[config.mk]
export PLATFORM = sky130hd
export DESIGN_NAME = pwr_mode_ctrl
export DESIGN_NICKNAME = d
export VERILOG_FILES = /design/src/rtl/pwr_pkg.sv /design/src/rtl/pwr_cmd_decode.sv /design/src/rtl/pwr_wake_sync.sv /design/src/rtl/pwr_restart_cnt.sv /design/src/rtl/pwr_fsm.sv /design/src/rtl/pwr_mode_ctrl.sv
export SDC_FILE = /design/constraint.sdc
export NUM_CORES = 1
export LEC_CHECK = 0
export CAP_MARGIN = 0
export CORE_MARGIN = 2
export CORE_UTILIZATION = 47
export CTS_CLUSTER_SIZE = 40
export DETAILED_ROUTE_END_ITERATION = 16
export PLACE_DENSITY = 0.76
export RECOVER_POWER = 25
export SYNTH_ARGS = -nofsm -noshare
export SYNTH_HDL_FRONTEND = slang
export SYNTH_SLANG_ARGS = --single-unit
[constraint.sdc]
create_clock -name clk -period 2.45 [get_ports clk]
set_input_delay 0.6125 -clock clk [delete_from_list [all_inputs] [get_ports clk]]
set_output_delay 0.6125 -clock clk [all_outputs]
set_load 0.005 [all_outputs]
[src/rtl/pwr_pkg.sv]
package pwr_pkg;

    typedef enum logic [2:0] {
        PM_RUN     = 3'd0,
        PM_DOZE    = 3'd1,
        PM_SLEEP   = 3'd2,
        PM_RESTART = 3'd3,
        PM_HELD    = 3'd4,
        PM_EXIT    = 3'd5
    } pm_state_e;

    localparam int unsigned DOZE_BIT  = 0;
    localparam int unsigned SLEEP_BIT = 1;

endpackage

[src/rtl/pwr_cmd_decode.sv]
module pwr_cmd_decode (
    input  logic       wr_en_i,
    input  logic [1:0] wr_bits_i,
    input  logic       accept_wr_i,
    output logic       go_doze_o,
    output logic       go_sleep_o
);
    import pwr_pkg::*;

    logic wr_ok;

    always_comb begin
        wr_ok      = wr_en_i & accept_wr_i;
        // sleep takes precedence when both bits are set
        go_sleep_o = wr_ok & wr_bits_i[SLEEP_BIT];
        go_doze_o  = wr_ok & wr_bits_i[DOZE_BIT] & ~wr_bits_i[SLEEP_BIT];
    end
endmodule

[src/rtl/pwr_wake_sync.sv]
module pwr_wake_sync #(
    parameter int unsigned N_XINT      = 2,
    parameter int unsigned SYNC_STAGES = 2
) (
    input  logic              clk,
    input  logic              rst_n,
    input  logic [N_XINT-1:0] pin_n_i,
    input  logic [N_XINT-1:0] en_i,
    input  logic [N_XINT-1:0] level_i,
    output logic              wake_o
);
    logic [N_XINT-1:0] line_qual;

    for (genvar g = 0; g < N_XINT; g++) begin : g_line
        logic [SYNC_STAGES-1:0] shreg;

        always_ff @(posedge clk or negedge rst_n) begin
            if (!rst_n) begin
                shreg <= '1;
            end else begin
                shreg <= {shreg[SYNC_STAGES-2:0], pin_n_i[g]};
            end
        end

        // only enabled, level-configured lines held low can wake
        always_comb line_qual[g] = ~shreg[SYNC_STAGES-1] & en_i[g] & level_i[g];
    end

    always_comb wake_o = |line_qual;
endmodule

[src/rtl/pwr_restart_cnt.sv]
module pwr_restart_cnt #(
    parameter int unsigned WAKE_CYCLES = 1024
) (
    input  logic clk,
    input  logic rst_n,
    input  logic count_i,
    output logic done_o
);
    localparam int unsigned CW = (WAKE_CYCLES > 2) ? $clog2(WAKE_CYCLES) : 1;
    localparam logic [CW-1:0] LAST = CW'(WAKE_CYCLES - 1);

    logic [CW-1:0] cnt;

    always_ff @(posedge clk or negedge rst_n) begin
        if (!rst_n) begin
            cnt <= '0;
        end else if (count_i) begin
            cnt <= cnt + 1'b1;
        end else begin
            cnt <= '0;
        end
    end

    always_comb done_o = (cnt == LAST);
endmodule

[src/rtl/pwr_fsm.sv]
module pwr_fsm (
    input  logic       clk,
    input  logic       rst_n,
    input  logic       go_doze_i,
    input  logic       go_sleep_i,
    input  logic       irq_accept_i,
    input  logic       wake_i,
    input  logic       cnt_done_i,
    input  logic       core_ale_i,
    input  logic       core_psen_i,
    output logic       in_run_o,
    output logic       cnt_run_o,
    output logic [1:0] mode_bits_o,
    output logic       cpu_clk_en_o,
    output logic       periph_clk_en_o,
    output logic       osc_en_o,
    output logic       ale_o,
    output logic       psen_o
);
    import pwr_pkg::*;

    pm_state_e state_q, state_d;

    always_ff @(posedge clk or negedge rst_n) begin
        if (!rst_n) begin
            state_q <= PM_RUN;
        end else begin
            state_q <= state_d;
        end
    end

    always_comb begin
        state_d = state_q;
        unique case (state_q)
            PM_RUN: begin
                if (go_sleep_i)     state_d = PM_SLEEP;
                else if (go_doze_i) state_d = PM_DOZE;
            end
            PM_DOZE: begin
                if (irq_accept_i) state_d = PM_RUN;
            end
            PM_SLEEP: begin
                if (wake_i) state_d = PM_RESTART;
            end
            PM_RESTART: begin
                if (!wake_i)         state_d = PM_SLEEP;
                else if (cnt_done_i) state_d = PM_HELD;
            end
            PM_HELD: begin
                if (!wake_i) state_d = PM_EXIT;
            end
            PM_EXIT: begin
                if (irq_accept_i) state_d = PM_RUN;
            end
            default: state_d = PM_RUN;
        endcase
    end

    always_comb begin
        in_run_o        = 1'b0;
        cnt_run_o       = 1'b0;
        mode_bits_o     = 2'b00;
        cpu_clk_en_o    = 1'b1;
        periph_clk_en_o = 1'b1;
        osc_en_o        = 1'b1;
        ale_o           = core_ale_i;
        psen_o          = core_psen_i;
        unique case (state_q)
            PM_RUN: begin
                in_run_o = 1'b1;
            end
            PM_DOZE: begin
                mode_bits_o[DOZE_BIT] = 1'b1;
                cpu_clk_en_o          = 1'b0;
                ale_o                 = 1'b1;
                psen_o                = 1'b1;
            end
            PM_SLEEP: begin
                mode_bits_o[SLEEP_BIT] = 1'b1;
                cpu_clk_en_o           = 1'b0;
                periph_clk_en_o        = 1'b0;
                osc_en_o               = 1'b0;
                ale_o                  = 1'b0;
                psen_o                 = 1'b0;
            end
            PM_RESTART, PM_HELD: begin
                mode_bits_o[SLEEP_BIT] = 1'b1;
                cnt_run_o              = (state_q == PM_RESTART) && wake_i;
                cpu_clk_en_o           = 1'b0;
                periph_clk_en_o        = 1'b0;
                ale_o                  = 1'b0;
                psen_o                 = 1'b0;
            end
            PM_EXIT: begin
                mode_bits_o[SLEEP_BIT] = 1'b1;
                ale_o                  = 1'b0;
                psen_o                 = 1'b0;
            end
            default: begin
                in_run_o = 1'b0;
            end
        endcase
    end
endmodule

[src/rtl/pwr_mode_ctrl.sv]
module pwr_mode_ctrl #(
    parameter int unsigned N_XINT      = 2,
    parameter int unsigned SYNC_STAGES = 2,
    parameter int unsigned WAKE_CYCLES = 1024
) (
    input  logic              clk,
    input  logic              rst_n,
    input  logic              ctrl_wr_en_i,
    input  logic [1:0]        ctrl_wr_bits_i,
    input  logic              irq_accept_i,
    input  logic [N_XINT-1:0] xint_n_i,
    input  logic [N_XINT-1:0] xint_en_i,
    input  logic [N_XINT-1:0] xint_level_i,
    input  logic              core_ale_i,
    input  logic              core_psen_i,
    output logic [1:0]        mode_bits_o,
    output logic              cpu_clk_en_o,
    output logic              periph_clk_en_o,
    output logic              osc_en_o,
    output logic              ale_o,
    output logic              psen_o
);
    logic in_run;
    logic go_doze;
    logic go_sleep;
    logic wake;
    logic cnt_run;
    logic cnt_done;

    pwr_cmd_decode u_dec (
        .wr_en_i     (ctrl_wr_en_i),
        .wr_bits_i   (ctrl_wr_bits_i),
        .accept_wr_i (in_run),
        .go_doze_o   (go_doze),
        .go_sleep_o  (go_sleep)
    );

    pwr_wake_sync #(
        .N_XINT      (N_XINT),
        .SYNC_STAGES (SYNC_STAGES)
    ) u_sync (
        .clk     (clk),
        .rst_n   (rst_n),
        .pin_n_i (xint_n_i),
        .en_i    (xint_en_i),
        .level_i (xint_level_i),
        .wake_o  (wake)
    );

    pwr_restart_cnt #(
        .WAKE_CYCLES (WAKE_CYCLES)
    ) u_cnt (
        .clk     (clk),
        .rst_n   (rst_n),
        .count_i (cnt_run),
        .done_o  (cnt_done)
    );

    pwr_fsm u_fsm (
        .clk             (clk),
        .rst_n           (rst_n),
        .go_doze_i       (go_doze),
        .go_sleep_i      (go_sleep),
        .irq_accept_i    (irq_accept_i),
        .wake_i          (wake),
        .cnt_done_i      (cnt_done),
        .core_ale_i      (core_ale_i),
        .core_psen_i     (core_psen_i),
        .in_run_o        (in_run),
        .cnt_run_o       (cnt_run),
        .mode_bits_o     (mode_bits_o),
        .cpu_clk_en_o    (cpu_clk_en_o),
        .periph_clk_en_o (periph_clk_en_o),
        .osc_en_o        (osc_en_o),
        .ale_o           (ale_o),
        .psen_o          (psen_o)
    );
endmodule

* Word level (Yosys, flattened, before mapping)
Index checks and enable logic that the tools add are counted.
W data, S select, Z words.
** Storage, ports and cells
- Flip-flop bits (word level) :: 17
- Input port bits :: 14
- Output and inout bits :: 7
- Logic and storage cells :: 54
** Cells by class
- Add/subtract/negate cells :: 1
- Equality and inequality tests :: 11
- Muxes and demuxes :: 18
- Bitwise operators :: 11
- Reductions and logical operators :: 9
** Operator list (count)
- $mux W3 :: 7
- $pmux W3 S5 :: 1
- $add A10 B1 Y10 const B :: 1
- $eq A10 B10 Y1 const B :: 1
- $mux W10 :: 1
- $and A1 B1 Y1 :: 8
- $reduce_or A4 Y1 :: 2
- $mux W1 :: 7
- $eq A3 B2 Y1 const B :: 2
- $eq A3 B3 Y1 const B :: 2
- $ne A3 B3 Y1 const B :: 2
- $reduce_or A2 Y1 :: 3
- $reduce_and A5 Y1 :: 1
- $ne A2 B1 Y1 const B :: 2
- $pmux W1 S2 :: 2
- $eq A3 B1 Y1 const B :: 1
- $logic_not A3 Y1 :: 1
- $not A1 Y1 :: 3
- $reduce_or A3 Y1 :: 1
- $ne A2 B2 Y1 const B :: 1
- $logic_and A1 B1 Y1 :: 1

* Depth between registers and ports, before layout
- Depth after elaboration :: 8
- Depth in mapped cells :: 6
- Gate-level depth less buffers :: 6

* Cells and area by module
A second synthesis with hierarchy kept.
** Unflattened totals
- Cell total of the unflattened synthesis :: 90
- Area, all modules :: 892.1 um^2
** By module, submodules not included
- pwr_restart_cnt :: times used 1, cells an instance 48, area each 469.2 um^2, seq. area each 250.2 um^2
- pwr_fsm :: times used 1, cells an instance 33, area each 280.3 um^2, seq. area each 75.1 um^2
- pwr_wake_sync :: times used 1, cells an instance 7, area each 125.1 um^2, seq. area each 105.1 um^2
- pwr_cmd_decode :: times used 1, cells an instance 2, area each 17.5 um^2, seq. area each 0.0 um^2

* Worst setup path after synthesis
OpenSTA, ideal clock, no wires.
- Path kind :: input -> register
- Start :: input port xint_level_i[1]
- End :: register u_fsm.state_q[1]
- Setup time :: 0.125 ns
- Arrival :: 1.640 ns
- Data required time :: 2.325 ns
- Slack :: 0.685 ns
- Stages on the path :: 5
- Buffers on the path :: 0
- Cells stage by stage :: and3b_1 -> o211ai_2 -> o22a_2 -> a21boi_1 -> mux2_4
** Between the ends
- Cells in the longest elaborated chain, start to end :: 4
- Elaborated cells on any way between the ends :: 8
- Classes of those cells :: eq/ne (3); mux (2); bitwise (1); reduce/logical (2)
** RTL lines
- from (decl) :: RTL line pwr_mode_ctrl.sv:13 : input logic [N_XINT-1:0] xint_level_i,
- $and A1 B1 Y1 * :: RTL line pwr_wake_sync.sv:26 : always_comb line_qual[g] = ~shreg[SYNC_STAGES-1] & en_i[g] & level_i[g];
- $reduce_or A2 Y1 * :: RTL line pwr_wake_sync.sv:29 : always_comb wake_o = |line_qual;
- $ne A3 B3 Y1 (no source line) (tied with other cells)
- $reduce_and A5 Y1 (no source line) or $pmux W3 S5 (tied branches)
- to (signal assigned) :: RTL line pwr_fsm.sv:28 : state_q <= state_d;
- to (decl) :: RTL line pwr_fsm.sv:22 : pm_state_e state_q, state_d;
Every way passes the cells marked *; elsewhere a longest branch is shown, timed or not.
A chain may end at the register's enable or synchronous reset.

* Final worst setup path
- Start :: register u_fsm.state_q[2]
- End :: output port ale_o
** Between the ends
- Cells in the longest elaborated chain, start to end :: 3
- Elaborated cells on any way between the ends :: 7
- Classes of those cells :: eq/ne (5); mux (1); reduce/logical (1)
** RTL lines
- $eq A3 B2 Y1 or $eq A3 B3 Y1 (tied branches) :: RTL line pwr_fsm.sv:68 : unique case (state_q)
- $reduce_or A4 Y1 (no source line)
- $pmux W1 S2 * :: RTL line pwr_fsm.sv:68
- to (decl) :: RTL line pwr_mode_ctrl.sv:20 : output logic ale_o,
Marked as above.

==> reports/results.ini <==
[run_status]
run_status=completed

[logic_synthesis]
netlist_area_sq_um=876
ys_seq_elements=17
seq_area_frac_synth_pct=49.1
ys_warn_count=0
synth_largest_area_cell=dfrtp_1
synth_top_family_by_area=simple AND/OR/NAND/NOR gates
syn-num-nets=103
syn_avg_cell_area_sq_um=9.95
synthSimpleGateAreaFrac_pct=22.9
synth_xor_area_share_pct=9.00
synth_compound_area_share_pct=10.6
ys_types=29
syn_inst=88
yosysTopAreaCellShare_pct=37.1
synth.area.top_cells=dfrtp_1 37%, dfstp_2 12%, nor2_1 6.9%
synthAdderAreaFrac_pct=1.43
synth.area.mux_share_pct=2.86

[timing]
fin_crit_ns=2.35
finalWorstSetupSlack_ns=0.0998
period_share_pct=95.9
setup_viol=0
skew_ns=0.00536
rsz0062_at_grt=no
relSlewSlack_pct=51.5
fmax_mhz=425
final-max-slew-violation-count=0
tns_ns=0
hold_viol=0
tightest_slew_ns=0.725

[clock_tree]
clkTransAtPathRegs_ns=0.09
ctsHoldBuffers=0
clockBufferDepth=2
clock-root-buffer=clkbuf_4
h-tree-depth=1
tritoncts=yes
numClockSinks=17
clock_latency_ns=0.28
numCtsBuffers=3

[grt]
grt_first_pass_wirelength_mm=2.70
antenna_found_initial=0
grt_util_all_layers_pct=17.7
grt_max_degree=18
grt_pass1_vias=649
grt-ovfl-total=0

[critical_path]
cp.required_ns=1.84
crit_path_start_kind=register
path_class=register to primary output
rr_worst_depth=6
path_max_fanout=9
arrival_ns=1.74
crit_path_end_kind=primary output

[place]
finalWeightedCongestion=0.754
dp_hpwl_mm=1.28
portBuffers=20
post-place-ws_ns=0.151
dpl-instance-area_sq_um=1090

[layout]
fin_area_sq_um=1120
fin_util_pct=64.2
drive_above_1_share_pct=14.7
syn2layout_area_growth_pct=28.0
n_antenna_cell=0
nets=125
layout_common_cells=17 x clkdlybuf4s50_1, 15 x nor2_1, 12 x dfrtp_1, 6 x nand2_1, 5 x xor2_1
final_common_cell=clkdlybuf4s50_1

[routing]
avgViaCountPerCell=4.92
via_count=659
drc_errors=0
routedWlPerCell_microns=11.7
antenna_left=0
drt-pass1-iter-count=4
wl_mm=1.56
drt_iter0_drc=8

[power]
leakage_nw=0.502
power.density_nw_per_um2=835
vdd_drop_max_uv=472

[worst_hold_path]
min_path_type=register to register
holdPathStages=0

[floorplan]
die_w_microns=47.2
rows=15
die_area_sq_um=2230
die_y_microns=47.2
core_region_area_sq_um=1750
initial_core_util_pct=50.2
design.portCount=21

[job]
maxCapViolations=0

-- cell families after synthesis --
logic type               Yosys count
AO/OA/AOI/OAI                     13
XOR/XNOR                           9
adder cells (fa/ha/maj)            1
buffers and inverters              7
flip-flops                        17
multiplexers                       2
AND/OR/NAND/NOR                   39
-- Yosys cell counts, drive strengths merged --
library cell	n
mux2	1
or2	1
and4	2
o22a	1
clkbuf	1
xor2	5
nand2	6
o21ai	2
and3b	2
nor2b	1
ha	1
a21oi	3
inv	3
o31ai	1
buf	3
and3	2
mux2i	1
nor2	16
nand4	1
nor3	2
nand3	3
a21o	4
dfstp	4
a21boi	1
dfrtp	13
nand2b	3
xnor2	4
o211ai	1
-- per-layer routing --
metal	up-vias	GRT usage, %	wire (microns)
li1	335	-	-
met1	306	21.1	718
met2	16	30.7	769
met3	2	3.46	62
met4	0	8.33	12
met5	-	0	0
-- worst max-delay path, stage by stage, from the launching register on --
cell and delay (ns):
dfrtp_1 0.52, xnor2_1 0.29, a21o_1 0.16, clkdlybuf4s50_1 0.49
-- worst paths after layout --
kind,from,endpoint,slack [ns]
max in group asynchronous,rst_n,u_fsm.state_q[1],1.13
setup reg to reg,u_cnt.cnt[0],u_fsm.state_q[1],0.61
hold reg to reg,u_sync.g_line[0].shreg[0],u_sync.g_line[0].shreg[1],0.36
setup / recovery,u_fsm.state_q[2],ale_o,0.1
hold / removal,u_sync.g_line[0].shreg[0],u_sync.g_line[0].shreg[1],0.36
min in group asynchronous,rst_n,u_fsm.state_q[2],0.82
-- through the flow --
step                instances  hold WS [ns]  power [W]
floorplan                  88         0.317   0.000610
global placement          130         0.348   0.000784
detailed placement        130         0.347   0.000804
CTS                       134         0.361   0.000952
global route              134         0.370    0.00101
finish                    134         0.360   0.000936
-- cell type report --
| class | count | area [sq um] |
|---|---|---|
| inverters | 3 | 11.3 |
| well taps | 25 | 31.3 |
| multi-input cells | 64 | 412 |
| clock buffers | 3 | 22.5 |
| clock inverters | 1 | 5.00 |
| repair buffers | 21 | 208 |
| flip-flops and latches | 17 | 432 |
| fillers | 164 | 624 |
-- state kept, by name (all words and copies together), names as in the netlist --
signal               count
u_sync.g_line.shreg      4
u_fsm.state_q            3
u_cnt.cnt               10
-- what timing repair did --
item	CTS	global route
buffers inserted	0	0
cloned	0	0
setup endpoints to repair	3	3
gates resized for setup	1	1
pin swaps	0	0
-- report_power, final --
group	internal, W	switching, W	total (W)
clock network	0.0000605	0.0000804	0.000141
logic	0.000272	0.000156	0.000428
registers	0.000312	0.0000556	0.000367
Note: power is estimated with default switching activity, not from simulation.
